`config.mk`:
```
export PLATFORM = sky130hd
export DESIGN_NAME = knob_decoder
export DESIGN_NICKNAME = d
export VERILOG_FILES = /design/src/rtl/knob_pkg.sv /design/src/rtl/knob_sync.sv /design/src/rtl/knob_ctrl.sv /design/src/rtl/knob_datapath.sv /design/src/rtl/knob_decoder.sv
export SDC_FILE = /design/constraint.sdc
export NUM_CORES = 1
export LEC_CHECK = 0
export BUFFER_PORTS_ARGS = -buffer_cell sky130_fd_sc_hd__buf_2
export CELL_PAD_IN_SITES_DETAIL_PLACEMENT = 1
export CELL_PAD_IN_SITES_GLOBAL_PLACEMENT = 1
export CORE_AREA = 8 8 64 66
export DETAILED_ROUTE_END_ITERATION = 12
export DIE_AREA = 0 0 72 74
export PLACE_DENSITY = 0.77
export SETUP_SLACK_MARGIN = 0.05
export SLEW_MARGIN = 20
export SYNTH_ARGS = -nofsm -noshare
export SYNTH_HDL_FRONTEND = slang
export SYNTH_HIERARCHICAL = 1
export SYNTH_SLANG_ARGS = --single-unit
export TNS_END_PERCENT = 20
```
`constraint.sdc`:
```
create_clock -name clk -period 8.4 [get_ports clk]
set_input_delay 0.42 -clock clk [delete_from_list [all_inputs] [get_ports clk]]
set_output_delay 0.42 -clock clk [all_outputs]
set_load 0.02 [all_outputs]
```
`src/rtl/knob_pkg.sv`:
```
package knob_pkg;
  typedef logic [2:0] knobState_t;

  localparam knobState_t ST_HOME    = 3'b000;
  localparam knobState_t ST_CW_END  = 3'b011;
  localparam knobState_t ST_CCW_END = 3'b101;

  typedef struct packed {
    logic cwHit;
    logic ccwHit;
    logic cntUp;
    logic cntDn;
  } knobStrobe_t;
endpackage

```
`src/rtl/knob_sync.sv`:
```
module knob_sync #(
  parameter int WIDTH  = 3,
  parameter int STAGES = 2
) (
  input  logic             clk,
  input  logic             rstN,
  input  logic [WIDTH-1:0] pinIn,
  output logic [WIDTH-1:0] pinSync
);
  logic [WIDTH-1:0] chain [STAGES];

  // Idle level of every pin is high (pull-up), so reset to ones
  genvar s;
  generate
    for (s = 0; s < STAGES; s++) begin : g_stage
      if (s == 0) begin : g_first
        always_ff @(posedge clk or negedge rstN) begin
          if (!rstN) chain[0] <= '1;
          else       chain[0] <= pinIn;
        end
      end else begin : g_next
        always_ff @(posedge clk or negedge rstN) begin
          if (!rstN) chain[s] <= '1;
          else       chain[s] <= chain[s-1];
        end
      end
    end
  endgenerate

  assign pinSync = chain[STAGES-1];
endmodule

```
`src/rtl/knob_ctrl.sv`:
```
module knob_ctrl
  import knob_pkg::*;
(
  input  logic        clk,
  input  logic        rstN,
  input  logic        sampleEn,
  input  logic [1:0]  encSync,
  input  logic        btnSync,
  input  logic        cntAtMax,
  input  logic        cntAtZero,
  output knobStrobe_t strobe
);
  knobState_t stateQ, stateD;
  logic       invA, invB;
  logic [1:0] binPos;
  logic       pressed;

  // Active-low Gray code to binary position 0..3
  assign invA    = ~encSync[1];
  assign invB    = ~encSync[0];
  assign binPos  = {invA, invA ^ invB};
  assign pressed = ~btnSync;

  always_comb begin
    stateD        = stateQ;
    strobe.cwHit  = 1'b0;
    strobe.ccwHit = 1'b0;
    if (sampleEn) begin
      if (binPos == 2'd0) begin
        stateD        = ST_HOME;
        strobe.cwHit  = (stateQ == ST_CW_END);
        strobe.ccwHit = (stateQ == ST_CCW_END);
      end else if ({1'b0, binPos} == knobState_t'(stateQ + 3'd1)) begin
        stateD = stateQ + 3'd1;
      end else if ({1'b1, binPos} == knobState_t'(stateQ - 3'd1)) begin
        stateD = stateQ - 3'd1;
      end
    end
  end

  assign strobe.cntUp = sampleEn &  pressed & ~cntAtMax;
  assign strobe.cntDn = sampleEn & ~pressed & ~cntAtZero;

  always_ff @(posedge clk or negedge rstN) begin
    if (!rstN) stateQ <= ST_HOME;
    else       stateQ <= stateD;
  end

  AST_HOLD_NO_SAMPLE: assert property (@(posedge clk) disable iff (!rstN)
    !sampleEn |=> $stable(stateQ));
  AST_NO_MIN_STATE: assert property (@(posedge clk) disable iff (!rstN)
    stateQ != 3'b100);
  AST_HOME_ON_STEP: assert property (@(posedge clk) disable iff (!rstN)
    (strobe.cwHit || strobe.ccwHit) |=> stateQ == ST_HOME);
endmodule

```
`src/rtl/knob_datapath.sv`:
```
module knob_datapath
  import knob_pkg::*;
#(
  parameter int DEB_MAX = 1000
) (
  input  logic        clk,
  input  logic        rstN,
  input  knobStrobe_t strobe,
  output logic        cntAtMax,
  output logic        cntAtZero,
  output logic        stepCw,
  output logic        stepCcw,
  output logic        btnLevel
);
  localparam int CNT_W = $clog2(DEB_MAX + 1);
  localparam logic [CNT_W-1:0] CNT_TOP = CNT_W'(DEB_MAX);

  logic [CNT_W-1:0] cntQ, cntD;
  logic             levelD;

  always_comb begin
    cntD = cntQ;
    if (strobe.cntUp)      cntD = cntQ + 1'b1;
    else if (strobe.cntDn) cntD = cntQ - 1'b1;
    if (cntD == CNT_TOP)   levelD = 1'b1;
    else if (cntD == '0)   levelD = 1'b0;
    else                   levelD = btnLevel;
  end

  assign cntAtMax  = (cntQ == CNT_TOP);
  assign cntAtZero = (cntQ == '0);

  always_ff @(posedge clk or negedge rstN) begin
    if (!rstN) begin
      cntQ     <= '0;
      btnLevel <= 1'b0;
      stepCw   <= 1'b0;
      stepCcw  <= 1'b0;
    end else begin
      cntQ     <= cntD;
      btnLevel <= levelD;
      stepCw   <= strobe.cwHit;
      stepCcw  <= strobe.ccwHit;
    end
  end

  AST_CW_ONE_CLOCK: assert property (@(posedge clk) disable iff (!rstN)
    stepCw |=> !stepCw);
  AST_CCW_ONE_CLOCK: assert property (@(posedge clk) disable iff (!rstN)
    stepCcw |=> !stepCcw);
  AST_NO_DUAL_STEP: assert property (@(posedge clk) disable iff (!rstN)
    !(stepCw && stepCcw));
  AST_CNT_CEILING: assert property (@(posedge clk) disable iff (!rstN)
    cntQ <= CNT_TOP);
  AST_RISE_AT_TOP: assert property (@(posedge clk) disable iff (!rstN)
    $rose(btnLevel) |-> cntQ == CNT_TOP);
  AST_FALL_AT_ZERO: assert property (@(posedge clk) disable iff (!rstN)
    $fell(btnLevel) |-> cntQ == '0);
endmodule

```
`src/rtl/knob_decoder.sv`:
```
module knob_decoder
  import knob_pkg::*;
#(
  parameter int DEB_MAX     = 1000,
  parameter int SYNC_STAGES = 2
) (
  input  logic clk,
  input  logic rstN,
  input  logic sampleEn,
  input  logic encA,
  input  logic encB,
  input  logic btnN,
  output logic stepCw,
  output logic stepCcw,
  output logic btnPressed
);
  logic [2:0]  pinSync;
  knobStrobe_t strobe;
  logic        cntAtMax, cntAtZero;

  knob_sync #(.WIDTH(3), .STAGES(SYNC_STAGES)) u_sync (
    .clk(clk), .rstN(rstN),
    .pinIn({encA, encB, btnN}),
    .pinSync(pinSync)
  );

  knob_ctrl u_ctrl (
    .clk(clk), .rstN(rstN), .sampleEn(sampleEn),
    .encSync(pinSync[2:1]), .btnSync(pinSync[0]),
    .cntAtMax(cntAtMax), .cntAtZero(cntAtZero),
    .strobe(strobe)
  );

  knob_datapath #(.DEB_MAX(DEB_MAX)) u_dp (
    .clk(clk), .rstN(rstN), .strobe(strobe),
    .cntAtMax(cntAtMax), .cntAtZero(cntAtZero),
    .stepCw(stepCw), .stepCcw(stepCcw), .btnLevel(btnPressed)
  );
endmodule

```
==> Yosys cells after proc, flatten, opt, wreduce, memory -nomap -nowiden <==
Cells that the tools add are included.
{ "classes": {"n_bitwise": 10, "eq_ne": 6, "addsub": 4, "reduce_logical": 6, "muxes": 9} }
{ "op_table": {"columns": ["operator", "n"], "rows": [
  ["10-bit == test (second input constant)", 2],
  ["10-bit zero test", 2],
  ["10-bit 2-to-1 mux", 2],
  ["10-bit by 1-bit adder with 10-bit output (second input constant)", 1],
  ["10-bit by 1-bit subtractor with 10-bit output (second input constant)", 1],
  ["3-bit 2-to-1 mux", 3],
  ["1-bit inverter", 5],
  ["1-bit AND", 4],
  ["2-bit 2-to-1 mux", 2],
  ["3-bit by 1-bit adder with 3-bit output (second input constant)", 1],
  ["2-bit by 3-bit == test with 1-bit output", 1],
  ["3-bit by 2-bit == test with 1-bit output (second input constant)", 1],
  ["3-bit == test", 1],
  ["3-bit == test (second input constant)", 1],
  ["3-bit nonzero test", 1],
  ["3-bit by 1-bit subtractor with 3-bit output (second input constant)", 1],
  ["2-bit zero test", 1],
  ["1-bit 2-to-1 mux", 2],
  ["2-bit AND reduction", 1],
  ["2-bit nonzero test", 1],
  ["1-bit XOR", 1]
]} }
{ "totals": {"wordCells": 42, "output_inout_bits": 3, "reg_bits": 22} }

==> Depth between registers and ports, before layout <==
Gate-level depths: netlist (run 1).
{ "logic_depth": {"word_depth": 8, "depth_mapped": 12, "ltp_nobuf": 11} }

==> Cells and area by module <==
The synthesis (run 1) kept the hierarchy.
{ "modules_own_cells": {"columns": ["module", "instances", "area_each_um2", "cells_per_inst"], "rows": [
  ["knob_datapath", 1, 824.5, 80],
  ["knob_ctrl", 1, 321.6, 38],
  ["knob_sync", 1, 180.2, 9]
]} }

==> Worst setup path after synthesis (run 1) <==
Ideal clock, no wire load.
{ "synth_timing": {"path_kind": "flip-flop to flip-flop", "start": "register u_dp.cntQ[0]", "end": "register u_dp.btnLevel", "stages_incl_launch_ff": 12, "setup_slack_ns": 5.498, "setup_ns": 0.132, "required_ns": 8.268, "synth_period_minus_slack_ns": 2.902, "t_arrival_ns": 2.770, "path_cell_list": "dfrtp_1 > inv_1 > ha_1 > or4b_2 > nor3_1 > nor2_1 > or4b_4 > nor3_2 > or3_1 > a2111o_1 > o41ai_2 > o21ai_1"} }
{ "synth_lines": {"columns": ["item", "line", "text"], "rows": [
  ["start, declared", "knob_datapath.sv:18", "logic [CNT_W-1:0] cntQ, cntD;"],
  ["start signal, assigned", "knob_datapath.sv:40", "cntQ <= cntD;"],
  ["end signal, assigned", "knob_datapath.sv:41", "btnLevel <= levelD;"],
  ["end, declared", "knob_datapath.sv:13", "output logic btnLevel"]
]} }

==> impl_metrics.env, run 1 <==
export IMPL_power_density_nw_per_um2=317
export IMPL_power_total_mw=0.456
export IMPL_path_clk_slew_ns=0.14
export IMPL_cts_sinks=22
export IMPL_grt_busiest_layer="met2"
export IMPL_p_leak_nw=0.617
export IMPL_holdBufCountCts=0
export IMPL_areaGrowthSynthToFinish_pct=8.30
export IMPL_fin_area_um2=1440
export IMPL_synth_edf_count=0
export IMPL_cts_tree="done"
export IMPL_avgSynthCellArea_um2=10.4
export IMPL_dieHeight_um=74
export IMPL_tightest_slew_ns=0.681
export IMPL_rsz0062_at_grt="no"
export IMPL_synth_cell_types=45
export IMPL_gr_total_overflow=0
export IMPL_synth_common_cells="dfrtp_1, nand2_1, ha_1"
export IMPL_crit_required_ns=8.62
export IMPL_ir_drop_v=0.000125
export IMPL_drtPass1Iterations=4
export IMPL_fin_crit_sh=0.378
export IMPL_finalMaxSlewViolations=0
export IMPL_port_buffers=8
export IMPL_synth_area_leaders="dfrtp_1, dfstp_2, ha_1"
export IMPL_setup_tns_ns=0
export IMPL_syn_area_um2=1330
export IMPL_grt_start_max_net_pins=23
export IMPL_start_util=0.417
export IMPL_synth_seq_area_share=0.421
export IMPL_dpl_cell_area_um2=1380
export IMPL_grt_pass1_vias=1060
export IMPL_nets=148
export IMPL_maxCapViolations=0
export IMPL_via_per_inst=5.45
export IMPL_dp_hpwl_um=2040
export IMPL_fp_dieW_um=72
export IMPL_finalCriticalPeriod_ns=3.17
export IMPL_critPathLaunchType="flip-flop"
export IMPL_ctsResizeCount=0
export IMPL_antenna_found_initial=0
export IMPL_grt_use_total=0.116
export IMPL_rows=21
export IMPL_yosys_area_top_type_share=0.302
export IMPL_slew_headroom=0.544
export IMPL_avgRoutedWirePerCell_um=15.6
export IMPL_drive_gt1_frac=0.226
export IMPL_htree_levels=1
export IMPL_final_setup_skew_ns=0.0127
export IMPL_final_core_util=0.452
export IMPL_route_final_wire_length_um=2790
export IMPL_place_gp_congestion=0.877
export IMPL_worstSkewPairLatency_ns=0.32
export IMPL_synth_ff_type="dfrtp_1"
export IMPL_grt_pass1_wl_um=4930
export IMPL_dieArea_um2=5330
export IMPL_end_kind="flip-flop"
export IMPL_hold_path_class="input port to asynchronous set/reset pin"
export IMPL_synth_warnings=6
export IMPL_crit_fanout=12
export IMPL_grt_util_met3=0.0216
export IMPL_setup_violations=0
export IMPL_core_um2=3180
export IMPL_num_vias=975
export IMPL_synth_cells=127
export IMPL_diodes=0
export IMPL_global_route_usage_met1=0.141
export IMPL_synth_top_cell_by_area="dfrtp_1"
export IMPL_ant_nets=0
export IMPL_syn_nets=141
export IMPL_drtIter0Drc=19
export IMPL_nFillCells=362
export IMPL_run_status="completed"
export IMPL_arrival_ns=3.39
export IMPL_ios=9
export IMPL_synth_most_common_cell="dfrtp_1"
export IMPL_numCtsBuffers=3
export IMPL_grtUsageMet2=0.196
export IMPL_synth_async_sr_flop_share=1.00
export IMPL_path_class="flip-flop to flip-flop"
export IMPL_finalHoldViolations=0
export IMPL_clockRootBuffer="clkbuf_4"
export IMPL_post_cts_buffers=0
export IMPL_fmax_mhz=315
export IMPL_synth_seq_cells=22
export IMPL_clockBufferDepth=2
export IMPL_drc=0
==> placed cells by master (no fill, tap or decap), drive strengths merged, types with 5 or more instances in the layout <==
master  instances
xnor2           5
dfrtp          16
nand3           5
nand2          15
dfstp           6
nor2            6
inv             7
buf             8
xor2            7
ha              8
==> critical path, cell delays in order, from the launching register on <==
cell      delay [ns]
dfrtp_1         0.50
inv_1           0.10
ha_1            0.21
nand3_1         0.10
nor4_1          0.06
nor3b_2         0.58
nand3_1         0.30
nor3_1          0.38
o21ai_1         0.15
a2111o_1        0.39
o41ai_2         0.20
o21ai_1         0.10
==> metrics by stage <==
step	setup slack [ns]	hold WS [ns]	cells
floorplan	5.50	0.124	127
global placement	5.06	0.346	175
detailed placement	4.75	0.347	175
CTS	4.69	0.0504	179
global route	4.95	0.0802	179
finish	5.23	0.0342	179
==> area by class of cell <==
cell class	instances	area (µm²)	share of cell area
sequential	22	558	0.389
clock inverter	1	30.0	0.0209
inverter	7	26.3	0.0183
timing repair buffer	8	40.0	0.0279
tap	46	57.6	0.0401
multi-input combinational	92	702	0.489
clock buffer	3	22.5	0.0157
==> report_power, final <==
group / switching, mW / total, mW / internal, mW
combinational: 0.103 / 0.183 / 0.0801
clock: 0.0357 / 0.0839 / 0.0482
sequential: 0.0507 / 0.189 / 0.138
==> sequential cells by signal, summed over array words and instances (netlist names) <==
register and count:
u_sync/chain 3, u_sync/pinSync 3, u_dp/cntQ 10, u_ctrl/stateQ 3
u_dp/stepCw 1, u_dp/btnLevel 1, u_dp/stepCcw 1
==> worst paths after layout <==
check | start | endpoint | slack [ns] | depth (start not counted)
hold reg to reg | u_sync/chain[5] | u_sync/pinSync[2] | 0.36 | 0
min in group clk | encB | u_sync/chain[4] | 0.19 | 1
setup / recovery | u_dp/cntQ[0] | u_dp/btnLevel | 5.23 | 11
hold / removal | rstN | u_dp/cntQ[3] | 0.03 | 1
max in group asynchronous | rstN | u_sync/chain[3] | 8.00 | 1
setup reg to reg | u_dp/cntQ[0] | u_dp/btnLevel | 5.23 | 11
==> cells by family (layout without fill, tap and decap cells) <==
logic type / after synthesis / count (layout) / share of synthesized area
AO/OA/AOI/OAI: 18 / 18 / 0.118
XOR/XNOR: 12 / 12 / 0.0906
adder cells (fa/ha/maj): 8 / 8 / 0.0755
buffers and inverters: 13 / 19 / 0.0538
flip-flops: 22 / 22 / 0.421
multiplexers: 3 / 3 / 0.0236
AND/OR/NAND/NOR: 51 / 51 / 0.218
==> routing by layer <==
metal	vias to the layer above	part of all wire
li1	464	-
met1	494	0.49
met2	11	0.48
met3	6	0.017
met4	0	0.019
met5	-	0
No activity file was read; power rests on OpenSTA's default activity.
==> run 2, diff against run 1 <==
==> constraint.sdc (replaced) <==
create_clock -name clk -period 3.2 [get_ports clk]
set_input_delay 0.16 -clock clk [delete_from_list [all_inputs] [get_ports clk]]
set_output_delay 0.16 -clock clk [all_outputs]
set_load 0.02 [all_outputs]
==> impl_metrics.env, run 2 (synthesis results as in run 1) <==
export IMPL_arrival_ns=3.19
export IMPL_antenna_found_initial=0
export IMPL_path_class="flip-flop to flip-flop"
export IMPL_drc=0
export IMPL_grt_pass1_vias=1107
export IMPL_num_vias=1054
export IMPL_htree_levels=1
export IMPL_fp_dieW_um=72
export IMPL_crit_fanout=4
export IMPL_worstSkewPairLatency_ns=0.31
export IMPL_fin_cells=194
export IMPL_final_core_util=0.503
export IMPL_clockBufferDepth=2
export IMPL_p_leak_nw=0.694
export IMPL_dp_cells=178
export IMPL_grt_busiest_layer="met2"
export IMPL_run_status="completed"
export IMPL_power_density_nw_per_um2=836
export IMPL_r2r_slack_ns=0.21
export IMPL_finalMaxSlewViolations=0
export IMPL_grt_pass1_wl_um=5250
export IMPL_drtPass1Iterations=4
export IMPL_final_cell_mix="nand2_1, dfrtp_1, buf_4, buf_2, ha_1"
export IMPL_pre_cts_slack_ns=0.103
export IMPL_crit_required_ns=3.41
export IMPL_cts_tree="done"
export IMPL_dieArea_um2=5330
export IMPL_fin_crit_sh=0.934
export IMPL_port_buffers=8
export IMPL_tightest_slew_ns=0.493
export IMPL_grt_util_met3=0.0310
export IMPL_fin_area_um2=1600
export IMPL_route_final_wire_length_um=3100
export IMPL_power_total_mw=1.34
export IMPL_nets=163
export IMPL_core_um2=3180
export IMPL_largest_reg_flops=10
export IMPL_areaGrowthSynthToFinish_pct=20.6
export IMPL_clockRootBuffer="clkbuf_4"
export IMPL_start_util=0.417
export IMPL_hold_path_class="input port to flip-flop"
export IMPL_grtUsageMet2=0.207
export IMPL_path_clk_slew_ns=0.14
export IMPL_critPathLaunchType="flip-flop"
export IMPL_finalHoldViolations=0
export IMPL_via_per_inst=5.43
export IMPL_cts_sinks=22
export IMPL_nFillCells=358
export IMPL_final_setup_skew_ns=0.00436
export IMPL_ios=9
export IMPL_regArea_um2=561
export IMPL_hold_ws_ns=0.166
export IMPL_ant_nets=0
export IMPL_maxCapViolations=0
export IMPL_fmax_mhz=335
export IMPL_fin_ws_ns=0.212
export IMPL_drtIter0Drc=45
export IMPL_ir_drop_v=0.000385
export IMPL_place_gp_congestion=0.874
export IMPL_slew_headroom=0.671
export IMPL_grt_start_max_net_pins=23
export IMPL_dieHeight_um=74
export IMPL_drive_gt1_frac=0.331
export IMPL_multi_input_area_um2=739
export IMPL_rsz0062_at_grt="no"
export IMPL_finalCriticalPeriod_ns=2.99
export IMPL_dp_hpwl_um=2200
export IMPL_gr_total_overflow=0
export IMPL_grt_use_total=0.125
export IMPL_global_route_usage_met1=0.149
export IMPL_regMostFlops="u_dp/cntQ"
export IMPL_end_kind="flip-flop"
export IMPL_rows=21
export IMPL_numCtsBuffers=3
export IMPL_dpl_cell_area_um2=1400
export IMPL_setup_tns_ns=0
export IMPL_layout_commonest_cell="nand2_1"
export IMPL_avgRoutedWirePerCell_um=16.0
export IMPL_diodes=0
export IMPL_setup_violations=0
==> run 2: repair_timing <==
item / in CTS / in global routing
endpoints found under the setup margin: 0 / 1
endpoints found under the hold margin: 19 / 0
resized for setup: 0 / 12
hold buffers: 4 / 0
setup buffers: 0 / 8
==> run 2: routing by layer <==
metal / vias up / share of wire
met5: - / 0
met4: 0 / 0.015
met3: 4 / 0.044
met2: 20 / 0.50
met1: 536 / 0.44
li1: 494 / -
==> run 2: cell type report <==
type / count / area share
Clock inverter: 1 / 0.0188
Inverter: 7 / 0.0164
Tap cell: 46 / 0.0360
Multi-Input combinational cell: 92 / 0.462
Clock buffer: 3 / 0.0141
Sequential cell: 22 / 0.351
Timing Repair Buffer: 23 / 0.102
==> run 2: where the power goes <==
part,leakage [nW],switching (mW),internal [mW],total (mW)
Combinational,0.402,0.322,0.299,0.621
Sequential,0.264,0.130,0.365,0.495
Clock,0.0279,0.0948,0.127,0.221
Total,0.694,0.547,0.790,1.34
==> run 2: path summary, 6_finish.rpt <==
| check | start | to | cells after the start |
|---|---|---|---|
| max | u_dp/cntQ[1] | u_dp/btnLevel | 11 |
| min | sampleEn | u_ctrl/stateQ[2] | 3 |
| max reg2reg | u_dp/cntQ[1] | u_dp/btnLevel | 11 |
| min reg2reg | u_sync/chain[4] | u_sync/pinSync[1] | 0 |
| max in group asynchronous | rstN | u_dp/cntQ[6] | 2 |
| min in group asynchronous | rstN | u_ctrl/stateQ[2] | 2 |
==> run 2: worst max-delay path, cell delays in order (launching register included) <==
cell      delay (ns)
dfrtp_1         0.45
inv_2           0.08
ha_1            0.15
or4b_4          0.47
nor3_4          0.19
nor2_2          0.08
or4b_4          0.25
nor3_4          0.05
or3_4           0.39
a2111o_1        0.38
o41ai_2         0.28
o21ai_1         0.10
